===== src/rtl/iogrp_pkg.sv =====
package iogrp_pkg;

    typedef enum logic [2:0] {
        TS_NORMAL   = 3'd0,
        TS_PL_ARM   = 3'd1,
        TS_PL_WRITE = 3'd2,
        TS_PL_HOLD  = 3'd3,
        TS_OBSERVE  = 3'd4
    } tctl_state_t;

    localparam logic [1:0] OE_OFF   = 2'd0;
    localparam logic [1:0] OE_ON    = 2'd1;
    localparam logic [1:0] OE_TERM0 = 2'd2;
    localparam logic [1:0] OE_TERM1 = 2'd3;

endpackage


===== src/rtl/iogrp_oe_sel.sv =====
module iogrp_oe_sel #(
    parameter int N_PINS = 8
) (
    input  logic [2*N_PINS-1:0] cfg,
    input  logic [1:0]          term,
    output logic [N_PINS-1:0]   oe
);
    import iogrp_pkg::*;

    for (genvar i = 0; i < N_PINS; i++) begin : g_pin
        logic [1:0] code;
        assign code = cfg[2*i +: 2];
        always_comb begin
            unique case (code)
                OE_OFF:   oe[i] = 1'b0;
                OE_ON:    oe[i] = 1'b1;
                OE_TERM0: oe[i] = term[0];
                OE_TERM1: oe[i] = term[1];
                default:  oe[i] = 1'b0;
            endcase
        end
    end

endmodule


===== src/rtl/iogrp_obs_mux.sv =====
module iogrp_obs_mux #(
    parameter int N_PINS  = 8,
    parameter int N_BANKS = 2,
    localparam int BANK_W = (N_BANKS > 1) ? $clog2(N_BANKS) : 1
) (
    input  logic [N_PINS*N_BANKS-1:0] reg_q,
    input  logic [BANK_W-1:0]         sel,
    output logic [N_PINS-1:0]         q
);
    always_comb begin
        q = '0;
        for (int b = 0; b < N_BANKS; b++) begin
            if (sel == BANK_W'(b)) begin
                q = reg_q[b*N_PINS +: N_PINS];
            end
        end
    end

endmodule


===== src/rtl/iogrp_test_fsm.sv =====
module iogrp_test_fsm #(
    parameter int N_PINS  = 8,
    parameter int N_BANKS = 2,
    localparam int BANK_W = (N_BANKS > 1) ? $clog2(N_BANKS) : 1
) (
    input  logic                clk,
    input  logic                rst_n,
    input  logic                preload_req,
    input  logic                observe_req,
    input  logic                init_busy,
    input  logic [N_PINS-1:0]   pin_in,
    input  logic [BANK_W-1:0]   bank_sel,
    output logic                in_preload,
    output logic                in_observe,
    output logic [N_PINS-1:0]   pl_data,
    output logic [N_BANKS-1:0]  pl_strobe
);
    import iogrp_pkg::*;

    tctl_state_t state_q, state_d;
    logic [N_PINS-1:0] data_q;
    logic [BANK_W-1:0] bank_q;
    logic              capture;

    always_comb begin
        state_d = state_q;
        unique case (state_q)
            TS_NORMAL: begin
                if (preload_req)      state_d = TS_PL_ARM;
                else if (observe_req) state_d = TS_OBSERVE;
            end
            TS_PL_ARM:   if (!init_busy)   state_d = TS_PL_WRITE;
            TS_PL_WRITE: state_d = TS_PL_HOLD;
            TS_PL_HOLD:  if (!preload_req) state_d = TS_NORMAL;
            TS_OBSERVE:  if (!observe_req) state_d = TS_NORMAL;
            default:     state_d = TS_NORMAL;
        endcase
    end

    always_ff @(posedge clk or negedge rst_n) begin
        if (!rst_n) state_q <= TS_NORMAL;
        else        state_q <= state_d;
    end

    assign capture = (state_q == TS_PL_ARM) && !init_busy;

    always_ff @(posedge clk or negedge rst_n) begin
        if (!rst_n) begin
            data_q <= '0;
            bank_q <= '0;
        end else if (capture) begin
            data_q <= pin_in;
            bank_q <= bank_sel;
        end
    end

    always_comb begin
        in_preload = 1'b0;
        in_observe = 1'b0;
        pl_strobe  = '0;
        unique case (state_q)
            TS_NORMAL:  ;
            TS_PL_ARM:  in_preload = 1'b1;
            TS_PL_WRITE: begin
                in_preload = 1'b1;
                for (int b = 0; b < N_BANKS; b++) begin
                    if (bank_q == BANK_W'(b)) pl_strobe[b] = 1'b1;
                end
            end
            TS_PL_HOLD: in_preload = 1'b1;
            TS_OBSERVE: in_observe = 1'b1;
            default:    ;
        endcase
    end

    assign pl_data = data_q;

endmodule


===== src/rtl/iogrp_test_ctl.sv =====
module iogrp_test_ctl #(
    parameter int N_PINS  = 8,
    parameter int N_BANKS = 2,
    localparam int BANK_W = (N_BANKS > 1) ? $clog2(N_BANKS) : 1
) (
    input  logic                       clk,
    input  logic                       rst_n,
    input  logic [2*N_PINS-1:0]        oe_cfg,
    input  logic [1:0]                 oe_term,
    input  logic [N_PINS-1:0]          mc_out,
    input  logic [N_PINS*N_BANKS-1:0]  reg_q,
    input  logic [N_PINS-1:0]          pin_in,
    input  logic                       preload_req,
    input  logic                       observe_req,
    input  logic [BANK_W-1:0]          bank_sel,
    input  logic                       init_busy,
    output logic [N_PINS-1:0]          pin_out,
    output logic [N_PINS-1:0]          pin_oe,
    output logic [N_PINS-1:0]          pl_data,
    output logic [N_BANKS-1:0]         pl_strobe,
    output logic                       test_force
);
    logic [N_PINS-1:0] cfg_oe;
    logic [N_PINS-1:0] obs_q;
    logic              in_preload;
    logic              in_observe;

    iogrp_oe_sel #(.N_PINS(N_PINS)) u_oe_sel (
        .cfg  (oe_cfg),
        .term (oe_term),
        .oe   (cfg_oe)
    );

    iogrp_obs_mux #(.N_PINS(N_PINS), .N_BANKS(N_BANKS)) u_obs_mux (
        .reg_q (reg_q),
        .sel   (bank_sel),
        .q     (obs_q)
    );

    iogrp_test_fsm #(.N_PINS(N_PINS), .N_BANKS(N_BANKS)) u_fsm (
        .clk         (clk),
        .rst_n       (rst_n),
        .preload_req (preload_req),
        .observe_req (observe_req),
        .init_busy   (init_busy),
        .pin_in      (pin_in),
        .bank_sel    (bank_sel),
        .in_preload  (in_preload),
        .in_observe  (in_observe),
        .pl_data     (pl_data),
        .pl_strobe   (pl_strobe)
    );

    always_comb begin
        if (in_observe) begin
            pin_oe  = '1;
            pin_out = obs_q;
        end else if (in_preload) begin
            pin_oe  = '0;
            pin_out = mc_out;
        end else begin
            pin_oe  = cfg_oe;
            pin_out = mc_out;
        end
    end

    assign test_force = in_preload | in_observe;

endmodule


===== config.mk =====
export PLATFORM = sky130hd
export DESIGN_NAME = iogrp_test_ctl
export DESIGN_NICKNAME = d
export VERILOG_FILES = /design/src/rtl/iogrp_pkg.sv /design/src/rtl/iogrp_oe_sel.sv /design/src/rtl/iogrp_obs_mux.sv /design/src/rtl/iogrp_test_fsm.sv /design/src/rtl/iogrp_test_ctl.sv
export SDC_FILE = /design/constraint.sdc
export NUM_CORES = 1
export LEC_CHECK = 0
export CORE_MARGIN = 5
export CORE_UTILIZATION = 65
export DETAILED_ROUTE_END_ITERATION = 10
export DONT_BUFFER_PORTS = 1
export GPL_ROUTABILITY_DRIVEN = 0
export HOLD_SLACK_MARGIN = 0.06
export PLACE_DENSITY = 0.78
export SYNTH_ARGS = -nofsm -noshare
export SYNTH_HDL_FRONTEND = slang
export SYNTH_SLANG_ARGS = --single-unit
export TNS_END_PERCENT = 30

===== constraint.sdc =====
create_clock -name clk -period 2.4 [get_ports clk]
set_input_delay 0.72 -clock clk [delete_from_list [all_inputs] [get_ports clk]]
set_output_delay 0.72 -clock clk [all_outputs]
set_load 0.01 [all_outputs]

==> flow_metrics.env <==
export IMPL_antenna_cells=0
export IMPL_worstSetupStartpointType="flip-flop"
export IMPL_ys_types=22
export IMPL_dr_pass1_iters=4
export IMPL_routed_wl_um=2100
export IMPL_dr_wl_met3_um=320
export IMPL_place_inst=112
export IMPL_crit_required_ns=1.68
export IMPL_grt_pass1_vias=709
export IMPL_setup_viol=0
export IMPL_synth_top_area_share_pct=32.9
export IMPL_gr_usage_all_layers_pct=18.1
export IMPL_port_buffers=0
export IMPL_finClkSkew_ns=0.00486
export IMPL_grt_remaining_overflow=0
export IMPL_synthTopCellsByArea="dfrtp_1 (33%), mux2_2 (11%), a21oi_1 (9.9%), mux2i_1 (8.8%), and3b_1 (6.7%)"
export IMPL_grt_pass1_wl_um=2910
export IMPL_core_area_sq_mm=0.00132
export IMPL_cts_root_buf="clkbuf_4"
export IMPL_drv_slew=0
export IMPL_highest_layer="met3"
export IMPL_ys_seq_elements=12
export IMPL_crit_path_max_fanout=8
export IMPL_netlist_area_sq_um=912
export IMPL_cts_buffer_depth=2
export IMPL_fin_crit_sh_pct=92.8
export IMPL_area_delta_synth_final_pct=4.39
export IMPL_clkTransAtPathRegs_ns=0.07
export IMPL_ctsHtreeMaxLevel=1
export IMPL_drt_initial_drc_count=9
export IMPL_wl_met1_um=708
export IMPL_drt_wirelength_per_cell_um=18.1
export IMPL_max_freq_mhz=449
export IMPL_finalHoldViolations=0
export IMPL_fin_cells=116
export IMPL_p_leak_uw=0.000437
export IMPL_syn_num_nets=155
export IMPL_start_util_pct=69.2
export IMPL_postCtsSetupRepairBufs=0
export IMPL_ios=83
export IMPL_tns_ns=0
export IMPL_cts_tree="done"
export IMPL_relSlewSlack_pct=60.9
export IMPL_ys_warn_count=0
export IMPL_final_net_count=158
export IMPL_syn_inst=99
export IMPL_hpwl_um=1780
export IMPL_cellPowerDensity_mw_per_mm2=1020
export IMPL_postCtsHoldBufs=0
export IMPL_drc=0
export IMPL_wl_met2_um=1070
export IMPL_worstSetupPathType="reg -> out"
export IMPL_yosysTopAreaCell="dfrtp_1"
export IMPL_period_needed_ns=2.23
export IMPL_die_area_sq_mm=0.00225
export IMPL_syn_avg_cell_area_sq_um=9.21
export IMPL_ys_seq_area_share_pct=32.9
export IMPL_numClockSinks=12
export IMPL_drive_gt1_share_pct=19.8
export IMPL_ir_drop_mv=0.765
export IMPL_antenna_found_initial=0
export IMPL_run_status="complete, no violations"
export IMPL_vias=727
export IMPL_hold_class="in -> async"
export IMPL_crit_arrival_ns=1.51
export IMPL_insertion_delay_ns=0.26
export IMPL_rows=13
export IMPL_numCtsBuffers=3
export IMPL_fp_dieW_um=47.5
export IMPL_fp_dieH_um=47.5
export IMPL_drv_cap=0
export IMPL_ant_nets=0
export IMPL_worst_slew_pin_slew_ns=0.578
export IMPL_rsz0062_at_grt="no"
export IMPL_vias_per_cell=6.27
export IMPL_cts_resized_gates=0
export IMPL_grt_max_degree=17
export IMPL_critPathCaptureType="primary output"
[cells in the mapped netlist]
master,number
dfrtp_1,12
inv_1,2
nand2_1,2
or3b_4,1
nor3b_2,1
a211o_2,1
and4bb_2,1
xnor2_1,1
nor2_1,11
buf_4,2
a21o_1,1
buf_6,1
clkbuf_1,1
and3_1,1
o21ai_0,9
a21oi_1,18
nor4b_1,1
and3b_1,7
mux2_2,9
nor2_8,1
mux2i_1,8
nand2b_1,8
[power by group]
part | switching, uW | total, uW | internal (uW)
logic | 206 | 391 | 185
clock network | 61.2 | 153 | 92.0
registers | 126 | 428 | 302
[logic make-up (layout without fill, tap and decap cells)]
logic type             after synthesis  count (layout)  synth area share [%]
buffers and inverters                6               8                  4.11
flip-flops                          12              12                  32.9
XOR/XNOR                             1               1                 0.960
multiplexers                        17              17                  19.9
AO/OA/AOI/OAI                       29              29                  16.7
AND/OR/NAND/NOR                     34              34                  25.4
[state kept, by name, summed over array words and instances (netlist names)]
register and count:
u_fsm.pl_data 8, u_fsm.state_q 3, u_fsm.bank_q 1
[stage by stage]
step	power [uW]	cell area, sq um	hold slack (ns)	setup WS (ns)	util [%]
after global placement	810	916	0.425	0.398	69.5
final	972	952	0.141	0.173	72.3
after global routing	1050	952	0.115	0.0132	72.3
after detailed placement	826	916	0.425	0.391	69.5
after floorplan	773	912	0.424	0.214	-
after CTS	980	952	0.132	0.142	72.3
[area by class of cell]
cell class,instances,area [sq um]
multi-input cells,81,574
fillers,107,365
flip-flops and latches,12,300
clock buffers,4,36.3
well taps,15,18.8
repair buffers,2,15.0
inverters,2,7.51
[cells in the final DEF, fill, tap and decap left out]
cell      synthesis  final
xnor2_1           1      1
and3_1            1      1
nor2_8            1      1
dfrtp_1          12     12
or3b_4            1      1
nand2_1           2      2
clkbuf_4          0      3
inv_1             2      2
nor2_1           11     11
a211o_2           1      1
nor3b_2           1      1
nand2b_1          8      8
buf_4             2      2
o21ai_0           9      6
nor4b_1           1      1
clkbuf_8          0      1
a21o_1            1      1
and3b_1           7      7
o21ai_1           0      3
a21oi_1          18     18
mux2_2            9      9
mux2i_1           8      8
and4bb_2          1      1
[layer usage]
| metal | vias up | GRT usage [%] |
|---|---|---|
| li1 | 359 | - |
| met1 | 323 | 20.0 |
| met2 | 45 | 31.3 |
| met3 | 0 | 8.27 |
| met4 | 0 | 4.97 |
| met5 | - | 0 |
[final timing paths]
check	startpoint	to	slack [ns]	cells past startpoint
setup / recovery	u_fsm.state_q[0]$_DFFE_PN0P_	pin_oe[1]	0.17	3
setup reg to reg	u_fsm.state_q[0]$_DFFE_PN0P_	u_fsm.pl_data[2]$_DFFE_PN0P_	0.82	3
min in group clk	u_fsm.bank_q$_DFFE_PN0P_	u_fsm.bank_q$_DFFE_PN0P_	0.55	1
max in group asynchronous	rst_n	u_fsm.pl_data[5]$_DFFE_PN0P_	2.19	0
hold / removal	rst_n	u_fsm.state_q[2]$_DFFE_PN0P_	0.14	0
hold reg to reg	u_fsm.bank_q$_DFFE_PN0P_	u_fsm.bank_q$_DFFE_PN0P_	0.55	1
[critical path: stages, from the launching register on]
cell and delay (ns):
dfrtp_1 0.46, nor2_1 0.25, nor2_1 0.17, o21ai_0 0.36
Note: power is estimated with default switching activity, not from simulation.
